<file path="config.mk">
export PLATFORM = sky130hd
export DESIGN_NAME = wprot_status_unit
export DESIGN_NICKNAME = d
export VERILOG_FILES = /design/src/rtl/wprot_pkg.sv /design/src/rtl/wprot_wel_latch.sv /design/src/rtl/wprot_nv_reg.sv /design/src/rtl/wprot_range_dec.sv /design/src/rtl/wprot_status_unit.sv
export SDC_FILE = /design/constraint.sdc
export NUM_CORES = 1
export LEC_CHECK = 0
export BUFFER_PORTS_ARGS = -buffer_cell sky130_fd_sc_hd__buf_2
export CAP_MARGIN = 20
export CORE_MARGIN = 2
export CORE_UTILIZATION = 30
export CTS_CLUSTER_SIZE = 25
export DETAILED_ROUTE_END_ITERATION = 10
export PLACE_DENSITY = 0.72
export SETUP_SLACK_MARGIN = 0.2
export SLEW_MARGIN = 0
export SYNTH_ARGS = -nofsm -noshare
export SYNTH_HDL_FRONTEND = slang
export SYNTH_SLANG_ARGS = --single-unit
</file>
<file path="constraint.sdc">
create_clock -name clk -period 1.55 [get_ports clk]
set_input_delay 0.31 -clock clk [delete_from_list [all_inputs] [get_ports clk]]
set_output_delay 0.31 -clock clk [all_outputs]
set_load 0.03 [all_outputs]
</file>
<file path="src/rtl/wprot_pkg.sv">
package wprot_pkg;

  localparam int unsigned SR_W = 8;
  // Bits that a status write may load; bits 1 and 0 are never taken from data.
  localparam logic [SR_W-1:0] SR_NV_MASK = 8'hFC;

  typedef enum logic [1:0] {
    BP_NONE    = 2'b00,
    BP_QUARTER = 2'b01,
    BP_HALF    = 2'b10,
    BP_ALL     = 2'b11
  } bp_e;

  // Keep only the loadable bits of an incoming status byte.
  function automatic logic [SR_W-1:0] sr_merge(input logic [SR_W-1:0] din);
    return din & SR_NV_MASK;
  endfunction

  // Lowest protected address for a range setting, in an aw-bit space.
  function automatic logic [63:0] prot_floor(input bp_e bp, input int unsigned aw);
    case (bp)
      BP_QUARTER: return 64'(3) << (aw - 2);
      BP_HALF:    return 64'(1) << (aw - 1);
      default:    return 64'(0);
    endcase
  endfunction

  // Status-write permission from latch, protect-enable and pin level.
  function automatic logic sr_write_allowed(input logic wel, input logic wpen,
                                            input logic wp);
    return wel & (~wpen | wp);
  endfunction

endpackage

</file>
<file path="src/rtl/wprot_wel_latch.sv">
module wprot_wel_latch (
  input  logic clk,
  input  logic rst_n,
  input  logic set_i,
  input  logic clr_i,
  output logic wel_o
);

  always_ff @(posedge clk or negedge rst_n) begin
    if (!rst_n)     wel_o <= 1'b0;
    else if (clr_i) wel_o <= 1'b0;
    else if (set_i) wel_o <= 1'b1;
  end

endmodule

</file>
<file path="src/rtl/wprot_nv_reg.sv">
module wprot_nv_reg
  import wprot_pkg::*;
#(
  parameter logic [5:0] INIT_NV = 6'b000000
) (
  input  logic            clk,
  input  logic            rst_n,
  input  logic            commit_i,
  input  logic [SR_W-1:0] din_i,
  output logic [SR_W-1:0] nv_o
);

  localparam logic [SR_W-1:0] RESET_VAL = {INIT_NV, 2'b00};

  always_ff @(posedge clk or negedge rst_n) begin
    if (!rst_n)        nv_o <= RESET_VAL;
    else if (commit_i) nv_o <= sr_merge(din_i);
  end

endmodule

</file>
<file path="src/rtl/wprot_range_dec.sv">
module wprot_range_dec
  import wprot_pkg::*;
#(
  parameter int unsigned ADDR_W = 18
) (
  input  logic [1:0]        bp_i,
  input  logic [ADDR_W-1:0] addr_i,
  output logic              hit_o
);

  logic [63:0] addr_x;
  logic [63:0] floor_x;
  bp_e         bp;

  assign bp      = bp_e'(bp_i);
  assign addr_x  = 64'(addr_i);
  assign floor_x = prot_floor(bp, ADDR_W);
  assign hit_o   = (bp != BP_NONE) && (addr_x >= floor_x);

endmodule

</file>
<file path="src/rtl/wprot_status_unit.sv">
module wprot_status_unit
  import wprot_pkg::*;
#(
  parameter int unsigned ADDR_W  = 18,
  parameter logic [5:0]  INIT_NV = 6'b000000
) (
  input  logic              clk,
  input  logic              rst_n,
  input  logic              set_wel_i,
  input  logic              clr_wel_i,
  input  logic              sr_wr_i,
  input  logic [7:0]        sr_wr_data_i,
  input  logic              wp_i,
  input  logic [ADDR_W-1:0] arr_addr_i,
  output logic [7:0]        status_o,
  output logic              arr_wr_ok_o,
  output logic              sr_wr_ok_o
);

  localparam int unsigned WPEN_BIT = SR_W - 1;

  logic            wel_q;
  logic [SR_W-1:0] nv_q;
  logic            sr_commit;
  logic            blk_hit;

  wprot_wel_latch u_wel (
    .clk   (clk),
    .rst_n (rst_n),
    .set_i (set_wel_i),
    .clr_i (clr_wel_i),
    .wel_o (wel_q)
  );

  assign sr_wr_ok_o = sr_write_allowed(wel_q, nv_q[WPEN_BIT], wp_i);
  assign sr_commit  = sr_wr_i & sr_wr_ok_o;

  wprot_nv_reg #(.INIT_NV(INIT_NV)) u_nv (
    .clk      (clk),
    .rst_n    (rst_n),
    .commit_i (sr_commit),
    .din_i    (sr_wr_data_i),
    .nv_o     (nv_q)
  );

  wprot_range_dec #(.ADDR_W(ADDR_W)) u_range (
    .bp_i   (nv_q[3:2]),
    .addr_i (arr_addr_i),
    .hit_o  (blk_hit)
  );

  assign arr_wr_ok_o = wel_q & ~blk_hit;
  assign status_o    = nv_q | {6'b000000, wel_q, 1'b0};

endmodule

</file>
==> flow_summary.json <==
{
  "status": "finished, violations left",
  "violations": "negative setup slack",
  "antenna_found_initial": 0,
  "cts.clk_slew.worst_paths_ns": 0.05,
  "yosysWarnings": 0,
  "max_freq_mhz": 505.4,
  "gp_congestion": 0.6696,
  "dieArea_mm2": 0.001735,
  "worst_slack_ns": -0.4286,
  "finalHoldViolations": 0,
  "pre_cts_ws_ns": -0.2203,
  "wl_per_cell_um": 10.09,
  "period_needed_ns": 1.979,
  "area_delta_synth_final_pct": 72.06,
  "syn_avg_cell_area_um2": 11.19,
  "synth.top_cells.by_count": "dfrtp_1 (7), inv_1 (6), mux2_2 (6)",
  "crit_required_ns": 1.24,
  "synth_cells": 38,
  "synth_edf_count": 0,
  "cts.path.max_buffers": 2,
  "hold_class": "input port to flop",
  "slew_violations": 0,
  "port_buffers": 38,
  "cp.arrival_ns": 1.67,
  "p_seq_share_pct": 29.6,
  "hpwl_um": 864.5,
  "synth_top_area_share_pct": 41.18,
  "cts_made_buffers": 3,
  "pin_count": 42,
  "worstPathMaxFanout": 3,
  "rows": 13,
  "initialDrtViolationCount": 1,
  "finalCritPeriodShare_pct": 127.7,
  "synth.distinct_cells": 14,
  "crit_type": "flop to output pin",
  "vdd_drop_max_uv": 612.5,
  "p_switching_mw": 0.3399,
  "grt_pass1_vias": 463,
  "synth_area_um2": 425.4,
  "fin_skew_ns": 0.0009231,
  "antenna_cells": 0,
  "yosysMostFrequentCell": "dfrtp_1",
  "die_x_um": 41.66,
  "startpoint": "u_nv.nv_o[2]",
  "clk_latency_ns": 0.25,
  "ant_nets": 0,
  "grt_setup_unrepaired": "yes",
  "power.density_mw_per_mm2": 1203,
  "core_mm2": 0.001318,
  "ys_ff_latch": 7,
  "vias": 440,
  "setup_viol": 1,
  "synth_area_leaders": "dfrtp_1 (41%), mux2_2 (16%), ha_1 (12%)",
  "track_usage_pct": 12.95,
  "grt_max_degree": 8,
  "start_kind": "flop",
  "critical_path.endpoint_type": "output pin",
  "maxCapViolations": 0,
  "clock-sinks": 7,
  "synth-main-ff-cell": "dfrtp_1",
  "initial_core_util_pct": 32.29,
  "p_leak_nw": 0.3782,
  "yosysTopAreaCell": "dfrtp_1",
  "synthArstFlopShare_pct": 100.0,
  "die_h_um": 41.66,
  "grt_pass1_wl_um": 1731,
  "drc_errors": 0,
  "hp-start": "clr_wel_i",
  "globalRouteOverflowTotal": 0,
  "viasPerCell": 4.536,
  "synth_nets": 74,
  "p_int_mw": 0.5404,
  "place_area_um2": 683.2,
  "h-tree-depth": 1,
  "fin_nets": 119,
  "netSwitchingFraction_pct": 38.62,
  "routed_wl_um": 979,
  "cts_tree": "built",
  "first_pass_iters": 2,
  "clkPwrFrac_pct": 18.7,
  "drive_gt1_share_pct": 75.61,
  "comb_power_share_pct": 51.7,
  "fin_hold_ws_ns": 0.2079,
  "cts-root-buf": "clkbuf_4",
  "stdcell_area_um2": 732.0,
  "synth_seq_area_share_pct": 41.18,
  "cts_setup_buffers": 0,
  "reg2reg_from": "u_nv.nv_o[7]"
}
[power by group through the flow]
stage          registers, mW  logic, mW  clock network (mW)
4_1_cts                0.263      0.463               0.173
6_report               0.261      0.455               0.164
2_1_floorplan          0.349      0.219                   0
3_5_place_dp           0.263      0.451                   0
3_3_place_gp           0.260      0.440                   0
5_1_grt                0.267      0.498               0.189
[worst paths after layout]
| path | slack, ns | cells past startpoint | end |
|---|---|---|---|
| min in group asynchronous | 0.41 | 2 | u_nv.nv_o[4] |
| max reg2reg | 0.37 | 3 | u_nv.nv_o[5] |
| max in group asynchronous | 0.97 | 2 | u_nv.nv_o[7] |
| min | 0.21 | 2 | u_wel.wel_o |
| max | -0.43 | 7 | arr_wr_ok_o |
| min reg2reg | 0.51 | 1 | u_nv.nv_o[6] |
[metrics by stage]
stage | cells | total power, mW | setup TNS (ns) | utilization [%]
after global placement | 92 | 0.7008 | -0.2035 | 51.85
after detailed placement | 92 | 0.7140 | -0.2203 | 51.85
after floorplan | 38 | 0.5683 | -0.1943 | -
final | 97 | 0.8803 | -0.4286 | 55.56
after CTS | 97 | 0.8990 | -0.4510 | 55.56
after global routing | 97 | 0.9540 | -0.4858 | 55.56
[kinds of logic after synthesis]
group,after synthesis,share of synthesized area [%]
simple gates,8,10.88
compound gates,4,10.59
fa+ha+maj,4,11.77
mux,6,15.88
other cells,1,0.8815
flops,7,41.18
buf+inv,8,8.822
[flip-flops by register name, indices dropped and copies added (netlist names)]
name and flops:
u_nv.nv_o 6, u_wel.wel_o 1
[repair_timing]
item | 4_1_cts | 5_1_grt
hold buffers | 1 | 0
hold endpoints to repair | 7 | 0
pin swaps | 5 | 2
endpoints found under the setup margin | 2 | 2
gates resized for setup | 5 | 0
[layer usage]
metal / vias to the layer above / wire length, um / track usage (%)
met5: - / 0 / 0
met4: 0 / 0 / 7.742
met3: 0 / 128 / 4.783
met2: 34 / 480 / 22.81
met1: 188 / 370 / 12.74
li1: 218 / - / -
[layout make-up]
cell class | instances | area [um2]
Fill cell | 118 | 585.6
Multi-Input combinational cell | 23 | 250.2
Timing Repair Buffer | 42 | 235.2
Sequential cell | 7 | 178.9
Clock buffer | 4 | 26.28
Inverter | 6 | 22.52
Tap cell | 15 | 18.77
[cells in the final DEF (no fill, tap or decap), types with 3 or more instances in the layout]
master    netlist  routed
buf_2           0      36
buf_4           2       3
clkbuf_4        0       3
dfrtp_1         7       4
dfrtp_2         0       3
inv_2           0       4
mux2_2          6       6
nor4_1          4       4
[worst max-delay path, stage by stage, from the launching register on]
cell     delay (ns)
dfrtp_2        0.38
inv_2          0.05
ha_4           0.25
inv_2          0.04
ha_4           0.26
a21oi_2        0.05
o221a_4        0.27
buf_6          0.13
Power figures use the tool's default switching activity.
